--- config.mk ---
export PLATFORM = sky130hd
export DESIGN_NAME = vreg_startup_seq
export DESIGN_NICKNAME = d
export VERILOG_FILES = /design/src/rtl/vreg_seq_pkg.sv /design/src/rtl/vreg_seq_timer.sv /design/src/rtl/vreg_seq_ramp.sv /design/src/rtl/vreg_seq_fsm.sv /design/src/rtl/vreg_startup_seq.sv
export SDC_FILE = /design/constraint.sdc
export NUM_CORES = 1
export LEC_CHECK = 0
export ABC_CLOCK_PERIOD_IN_PS = 4200
export BUFFER_PORTS_ARGS = -buffer_cell sky130_fd_sc_hd__buf_2
export CAP_MARGIN = 25
export CELL_PAD_IN_SITES_DETAIL_PLACEMENT = 1
export CELL_PAD_IN_SITES_GLOBAL_PLACEMENT = 2
export CORE_ASPECT_RATIO = 0.5
export CORE_UTILIZATION = 31
export DETAILED_ROUTE_END_ITERATION = 6
export GPL_TIMING_DRIVEN = 0
export PLACE_DENSITY_LB_ADDON = 0.1
export REMOVE_ABC_BUFFERS = 1
export SLEW_MARGIN = 15
export SYNTH_ARGS = -nofsm -noshare
export SYNTH_HDL_FRONTEND = slang
export SYNTH_SLANG_ARGS = --single-unit
--- constraint.sdc ---
create_clock -name clk -period 4.2 [get_ports clk]
set_input_delay 0.63 -clock clk [delete_from_list [all_inputs] [get_ports clk]]
set_output_delay 0.63 -clock clk [all_outputs]
set_load 0.02 [all_outputs]
--- src/rtl/vreg_seq_pkg.sv ---
package vreg_seq_pkg;

    localparam int CODE_W = 8;
    typedef logic [CODE_W-1:0] code_t;

    typedef enum logic [3:0] {
        ST_IDLE,
        ST_DELAY,
        ST_DETECT,
        ST_RAMP_BOOT,
        ST_HOLD,
        ST_RAMP_VID,
        ST_SETTLE,
        ST_PG_WAIT,
        ST_GOOD
    } seq_state_e;

    typedef struct packed {
        logic osc;
        logic det;
        logic ss;
        logic good;
    } seq_out_t;

    function automatic seq_out_t decode_outputs(seq_state_e s);
        seq_out_t o;
        o.osc  = (s != ST_IDLE) && (s != ST_DELAY);
        o.det  = (s == ST_DETECT);
        o.ss   = (s >= ST_RAMP_BOOT);
        o.good = (s == ST_GOOD);
        return o;
    endfunction

    function automatic code_t step_toward(code_t cur, code_t tgt);
        if (cur < tgt)      return cur + 1'b1;
        else if (cur > tgt) return cur - 1'b1;
        else                return cur;
    endfunction

endpackage

--- src/rtl/vreg_seq_timer.sv ---
module vreg_seq_timer #(
    parameter int TMR_W = 8
) (
    input  logic             clk,
    input  logic             rst,
    input  logic             restart,
    input  logic [TMR_W-1:0] limit,
    output logic             expired
);
    logic [TMR_W-1:0] cnt;

    assign expired = (cnt >= limit - 1'b1);

    always_ff @(posedge clk) begin
        if (rst || restart) cnt <= '0;
        else if (!expired)  cnt <= cnt + 1'b1;
    end
endmodule

--- src/rtl/vreg_seq_ramp.sv ---
module vreg_seq_ramp
    import vreg_seq_pkg::*;
#(
    parameter int STEP_CLKS = 4
) (
    input  logic  clk,
    input  logic  rst,
    input  logic  clear,
    input  logic  active,
    input  code_t target,
    output code_t ref_code,
    output logic  at_target
);
    localparam int SC_W = $clog2(STEP_CLKS + 1);
    localparam logic [SC_W-1:0] STEP_LAST = SC_W'(STEP_CLKS - 1);

    logic [SC_W-1:0] step_cnt;

    assign at_target = (ref_code == target);

    always_ff @(posedge clk) begin
        if (rst || clear) begin
            ref_code <= '0;
            step_cnt <= '0;
        end else if (!active || at_target) begin
            step_cnt <= '0;
        end else if (step_cnt == STEP_LAST) begin
            step_cnt <= '0;
            ref_code <= step_toward(ref_code, target);
        end else begin
            step_cnt <= step_cnt + 1'b1;
        end
    end


    hold_on_target_chk: assert property (@(posedge clk) disable iff (rst)
        (active && !clear && at_target) |=> (ref_code == $past(ref_code)));


    unit_step_chk: assert property (@(posedge clk) disable iff (rst)
        !clear |=> ((code_t'(ref_code - $past(ref_code)) == code_t'(0)) ||
                    (code_t'(ref_code - $past(ref_code)) == code_t'(1)) ||
                    (code_t'(ref_code - $past(ref_code)) == '1)));
endmodule

--- src/rtl/vreg_seq_fsm.sv ---
module vreg_seq_fsm
    import vreg_seq_pkg::*;
#(
    parameter int TMR_W     = 8,
    parameter int DET_CYC   = 2,
    parameter int HOLD_CYC  = 100,
    parameter int PGOOD_DLY = 50
) (
    input  logic             clk,
    input  logic             rst,
    input  logic             run_ok,
    input  logic             delay_done,
    input  logic             ref_at_target,
    input  logic             out_at_target,
    input  logic             tmr_expired,
    output seq_state_e       state,
    output logic             tmr_restart,
    output logic [TMR_W-1:0] tmr_limit
);
    seq_state_e nxt;

    always_comb begin
        nxt = state;
        unique case (state)
            ST_IDLE:      nxt = ST_DELAY;
            ST_DELAY:     if (delay_done) nxt = ST_DETECT;
            ST_DETECT:    if (tmr_expired) nxt = ST_RAMP_BOOT;
            ST_RAMP_BOOT: if (ref_at_target) nxt = ST_HOLD;
            ST_HOLD:      if (tmr_expired) nxt = ST_RAMP_VID;
            ST_RAMP_VID:  if (ref_at_target) nxt = ST_SETTLE;
            ST_SETTLE:    if (out_at_target && ref_at_target) nxt = ST_PG_WAIT;
            ST_PG_WAIT:   if (tmr_expired) nxt = ST_GOOD;
            ST_GOOD:      nxt = ST_GOOD;
            default:      nxt = ST_IDLE;
        endcase
        if (!run_ok) nxt = ST_IDLE;
    end

    always_comb begin
        unique case (state)
            ST_DETECT:  tmr_limit = TMR_W'(DET_CYC);
            ST_HOLD:    tmr_limit = TMR_W'(HOLD_CYC);
            ST_PG_WAIT: tmr_limit = TMR_W'(PGOOD_DLY);
            default:    tmr_limit = TMR_W'(1);
        endcase
    end

    assign tmr_restart = (nxt != state);

    always_ff @(posedge clk) begin
        if (rst) state <= ST_IDLE;
        else     state <= nxt;
    end


    osc_after_strobe_chk: assert property (@(posedge clk) disable iff (rst)
        (state == ST_DETECT && $past(state) != ST_DETECT) |-> $past(delay_done));


    pgood_after_wait_chk: assert property (@(posedge clk) disable iff (rst)
        (state == ST_GOOD && $past(state) != ST_GOOD) |-> $past(state) == ST_PG_WAIT);
endmodule

--- src/rtl/vreg_startup_seq.sv ---
module vreg_startup_seq
    import vreg_seq_pkg::*;
#(
    parameter int STEP_CLKS = 4,
    parameter int BOOT_CODE = 88,
    parameter int DET_CYC   = 2,
    parameter int HOLD_CYC  = 1000,
    parameter int PGOOD_DLY = 500
) (
    input  logic       clk,
    input  logic       rst,
    input  logic       en,
    input  logic       uvlo_ok,
    input  logic       delay_done,
    input  logic [7:0] vid_code,
    input  logic       out_at_target,
    output logic       osc_en,
    output logic       phase_det,
    output logic       ss_en,
    output logic [7:0] ref_code,
    output logic       pgood
);
    localparam int MAX_LIM = (HOLD_CYC > PGOOD_DLY) ?
                             ((HOLD_CYC > DET_CYC) ? HOLD_CYC : DET_CYC) :
                             ((PGOOD_DLY > DET_CYC) ? PGOOD_DLY : DET_CYC);
    localparam int TMR_W = $clog2(MAX_LIM + 1);

    seq_state_e       state;
    seq_out_t         outs;
    logic             run_ok, tmr_restart, tmr_expired, at_tgt, ramp_active;
    logic [TMR_W-1:0] tmr_limit;
    code_t            ramp_tgt;

    assign run_ok      = en && uvlo_ok;
    assign outs        = decode_outputs(state);
    assign ramp_active = outs.ss;
    assign ramp_tgt    = (state == ST_RAMP_BOOT || state == ST_HOLD) ?
                         code_t'(BOOT_CODE) : vid_code;

    vreg_seq_fsm #(
        .TMR_W(TMR_W), .DET_CYC(DET_CYC),
        .HOLD_CYC(HOLD_CYC), .PGOOD_DLY(PGOOD_DLY)
    ) u_fsm (
        .clk(clk), .rst(rst), .run_ok(run_ok), .delay_done(delay_done),
        .ref_at_target(at_tgt), .out_at_target(out_at_target),
        .tmr_expired(tmr_expired), .state(state),
        .tmr_restart(tmr_restart), .tmr_limit(tmr_limit)
    );

    vreg_seq_timer #(.TMR_W(TMR_W)) u_tmr (
        .clk(clk), .rst(rst), .restart(tmr_restart),
        .limit(tmr_limit), .expired(tmr_expired)
    );

    vreg_seq_ramp #(.STEP_CLKS(STEP_CLKS)) u_ramp (
        .clk(clk), .rst(rst), .clear(!run_ok || !ramp_active),
        .active(ramp_active), .target(ramp_tgt),
        .ref_code(ref_code), .at_target(at_tgt)
    );

    assign osc_en    = outs.osc;
    assign phase_det = outs.det;
    assign ss_en     = outs.ss;
    assign pgood     = outs.good;


    abort_clears_chk: assert property (@(posedge clk) disable iff (rst)
        !run_ok |=> (ref_code == '0 && !pgood && !osc_en && !ss_en));


    detect_ref_zero_chk: assert property (@(posedge clk) disable iff (rst)
        phase_det |-> (ref_code == '0 && osc_en));
endmodule

==> summary.txt <==
Timing
  – Max-slew headroom: between 40% and 50%
  – Final hold violation count: 0
  – TNS Setup: 0 ps
  – Worst hold margin: ~430 ps
  – Maximum clock rate: around 260 MHz
  – RSZ-0062 raised after global routing: no
  – Clk_skew: around 5.3 ps
  – Final setup vio count: 0
  – Slew at the pin with the worst max-slew slack: around 760 ps
  – Period minus WS final: between 3000 and 4000 ps
  – Max-slew violations: 0
  – Part of the cycle the worst path needs: a little over 90%

Finish
  – Antenna Cells: 0
  – Sequential cell area: about 510 sq um
  – # nets final: 311
  – Filler cells: slightly below 800
  – Area occupied by multi-input gates: between 1500 and 2000 sq um
  – Share of cells above drive strength 1: a little under a quarter
  – Area Overhead vs Synth: 17.3%

Global route
  – GRT Util Overall: approximately 17%
  – Number of global-route vias before repair: ~1.8k
  – Pin count of the biggest net entering global routing: 16
  – GR Overflow Total: 0
  – Initial antenna violation count: 0
  – First-pass GRT wire length: between 8000 and 9000 um

Yosys
  – #FFs+latches synth: 25
  – Number of synthesized flops with an enable pin: 0
  – Synth top area share: between 20% and 30%
  – Mean Syn Cell Area: between 8 and 9 sq um
  – Cell variety after synth: between 50 and 60
  – Synth area leader: dfxtp_1
  – Post-synthesis sequential area ratio: about a quarter
  – Fraction of registers with async set/reset: 0%
  – Syn Inst Count: ~240
  – Most common library cells after synthesis: 37 x nor2_1, 27 x ha_1, 25 x dfxtp_1, 14 x a21oi_1, 14 x nand2_1
  – Synth Cell Area: between 2000 and 2500 sq um
  – Ys Warns: 0
  – Area contributors post-synth: dfxtp_1 24%, ha_1 17%, nor2_1 6.8%
  – Most frequent cell after synthesis: nor2_1
  – Ys flop type: dfxtp_1

Critical path
  – Reg-to-Reg Start: u_fsm.state[3]
  – Arrival @ worst endpoint: between 4000 and 5000 ps
  – Crit Path Class: reg -> reg
  – Startpoint Class: flop
  – Worst path max stage delay: approximately 440 ps
  – WP data required: 4400 ps
  – Critical-path maximum fanout: 15
  – Crit path capture type: flop
  – Critical path launch point: u_fsm.state[3]
  – Worst path slowest cell: dfxtp_4
  – Critical path, cell by cell: nand2b_4, nor3_4, a31oi_4, nand2_1, ha_1, nor2b_1, o211ai_1, a21oi_1, a211o_2, ha_1, a21oi_1, nor2b_1, o31a_1, o41ai_2, xor2_1, or3_1, a21oi_1
  – Cell mode on critical path: a21oi_1
  – Cell count of the worst reg-to-reg path: 17

Route
  – Routed vias: ~1.8k
  – Initial DRT Pass Iterations: 4
  – Drt wl/cell: 14.4 um
  – Final wirelength: approximately 5100 um
  – Antenna Nets Post-Route: 0
  – Via/cell ratio: a little over 5
  – DRT iter0 DRCs: 39
  – DRC Markers: 0

Status
  – Status: completed

Hold path
  – Worst min path class: reg -> reg
  – Hold_sp: u_ramp.step_cnt[0]
  – WHS Path Cells: 1

Clock network
  – Clock transition at path regs: about 70 ps
  – H-Tree Depth: 1
  – CTS tree: built
  – Clock Latency Late Sink: about 270 ps
  – CTS buffer count: 3
  – CTS Sinks: 25
  – Root buf cell: clkbuf_16
  – Clock Tree Buf Depth: 2
  – # hold bufs at CTS: 0

Die
  – Starting Density: about a third
  – Ports: 26
  – Die width: roughly 120 um
  – Die height: 59.4 um
  – Rows: 20
  – Core Area: approximately 6200 sq um
  – Die Footprint: about 6900 sq um

Pwr
  – Pwr dens: 213 nW/um^2
  – Leak pwr: 1.08 nW
  – Tot Pwr: around 510 uW
  – VDD IR max: approximately 0.00015 V

Placement
  – Global placement routability congestion: 0.745
  – IO Port Bufs: 25
  – Post-DP HPWL: about 4000 um

Run
  – Max_cap viols: 0
[final timing paths]
check                                     endpoint  slack, ps
worst max-delay path            u_ramp.ref_code[7]        340
worst min-delay path            u_ramp.step_cnt[0]        430
worst max register to register  u_ramp.ref_code[7]        340
worst min register to register  u_ramp.step_cnt[0]        430
[sequential cells by signal, indices dropped and copies added (netlist names)]
register,cells
u_fsm.state,4
u_ramp.step_cnt,3
u_ramp.ref_code,8
u_tmr.cnt,10
[cells by family after synthesis]
family	count (synthesis)	share of synthesized area, %
compound gates	47	16.1
xor+xnor	16	6.85
fa+ha+maj	28	17.5
buf+inv	19	4.16
flops	25	24.5
mux	4	1.96
other cells	1	0.183
simple gates	103	28.7
[layer usage]
layer	global-route usage [%]	vias up	wire length, um
met5	0	-	0
met4	4.34	0	63
met3	3.37	4	140
met2	29.9	16	2520
met1	20.3	878	2390
li1	-	919	-
[through the flow]
stage / setup WS, ps / instances / utilization [%] / instance area [sq um]
2_1_floorplan: 253 / 236 / - / 2010
3_3_place_gp: -810 / 349 / 36.1 / 2240
3_5_place_dp: -785 / 350 / 36.3 / 2250
4_1_cts: 62.2 / 356 / 38.4 / 2380
5_1_grt: 29.3 / 356 / 38.7 / 2400
6_report: 344 / 356 / 38.7 / 2400
[report_power, final]
part / internal [mW] / switching [mW]
Sequential: 0.238 / 0.00401
Combinational: 0.0183 / 0.0256
Clock: 0.130 / 0.0958
[placed cells by master, fill, tap and decap left out, types with 3 or more instances in the layout]
master and count:
nand3_1 5, xor2_1 9, buf_4 3, o21ai_1 3, a211oi_1 3, inv_1 11, nor2_1 37, ha_1 27
nand4_1 6, a21oi_1 14, o21ai_0 6, or3_1 4, nor4_1 4, dfxtp_1 21, clkbuf_16 3, xnor2_1 7
nand2_1 14, nor3_2 11, and2_1 3, mux2i_1 4, buf_2 25, and3_1 3, a21o_1 3
[worst max-delay path, delay by kind of cell (launching register included)]
family | cells | cell delay [ps]
fa+ha+maj | 2 | 590
compound gates | 8 | 1730
flops | 1 | 440
simple gates | 6 | 900
xor+xnor | 1 | 120
[final cells by class]
| type | count | area share (%) |
|---|---|---|
| Sequential cell | 25 | 21.3 |
| Multi-Input combinational cell | 199 | 62.7 |
| Inverter | 12 | 1.88 |
| Clock buffer | 3 | 3.13 |
| Clock inverter | 1 | 0.313 |
| Tap cell | 88 | 4.59 |
| Timing Repair Buffer | 28 | 6.15 |
[what timing repair did]
action,CTS,global route
setup buffers,2,0
pin swaps,1,1
resized for setup,8,6
setup endpoints to repair,15,1
No activity file was read; power rests on OpenSTA's default activity.
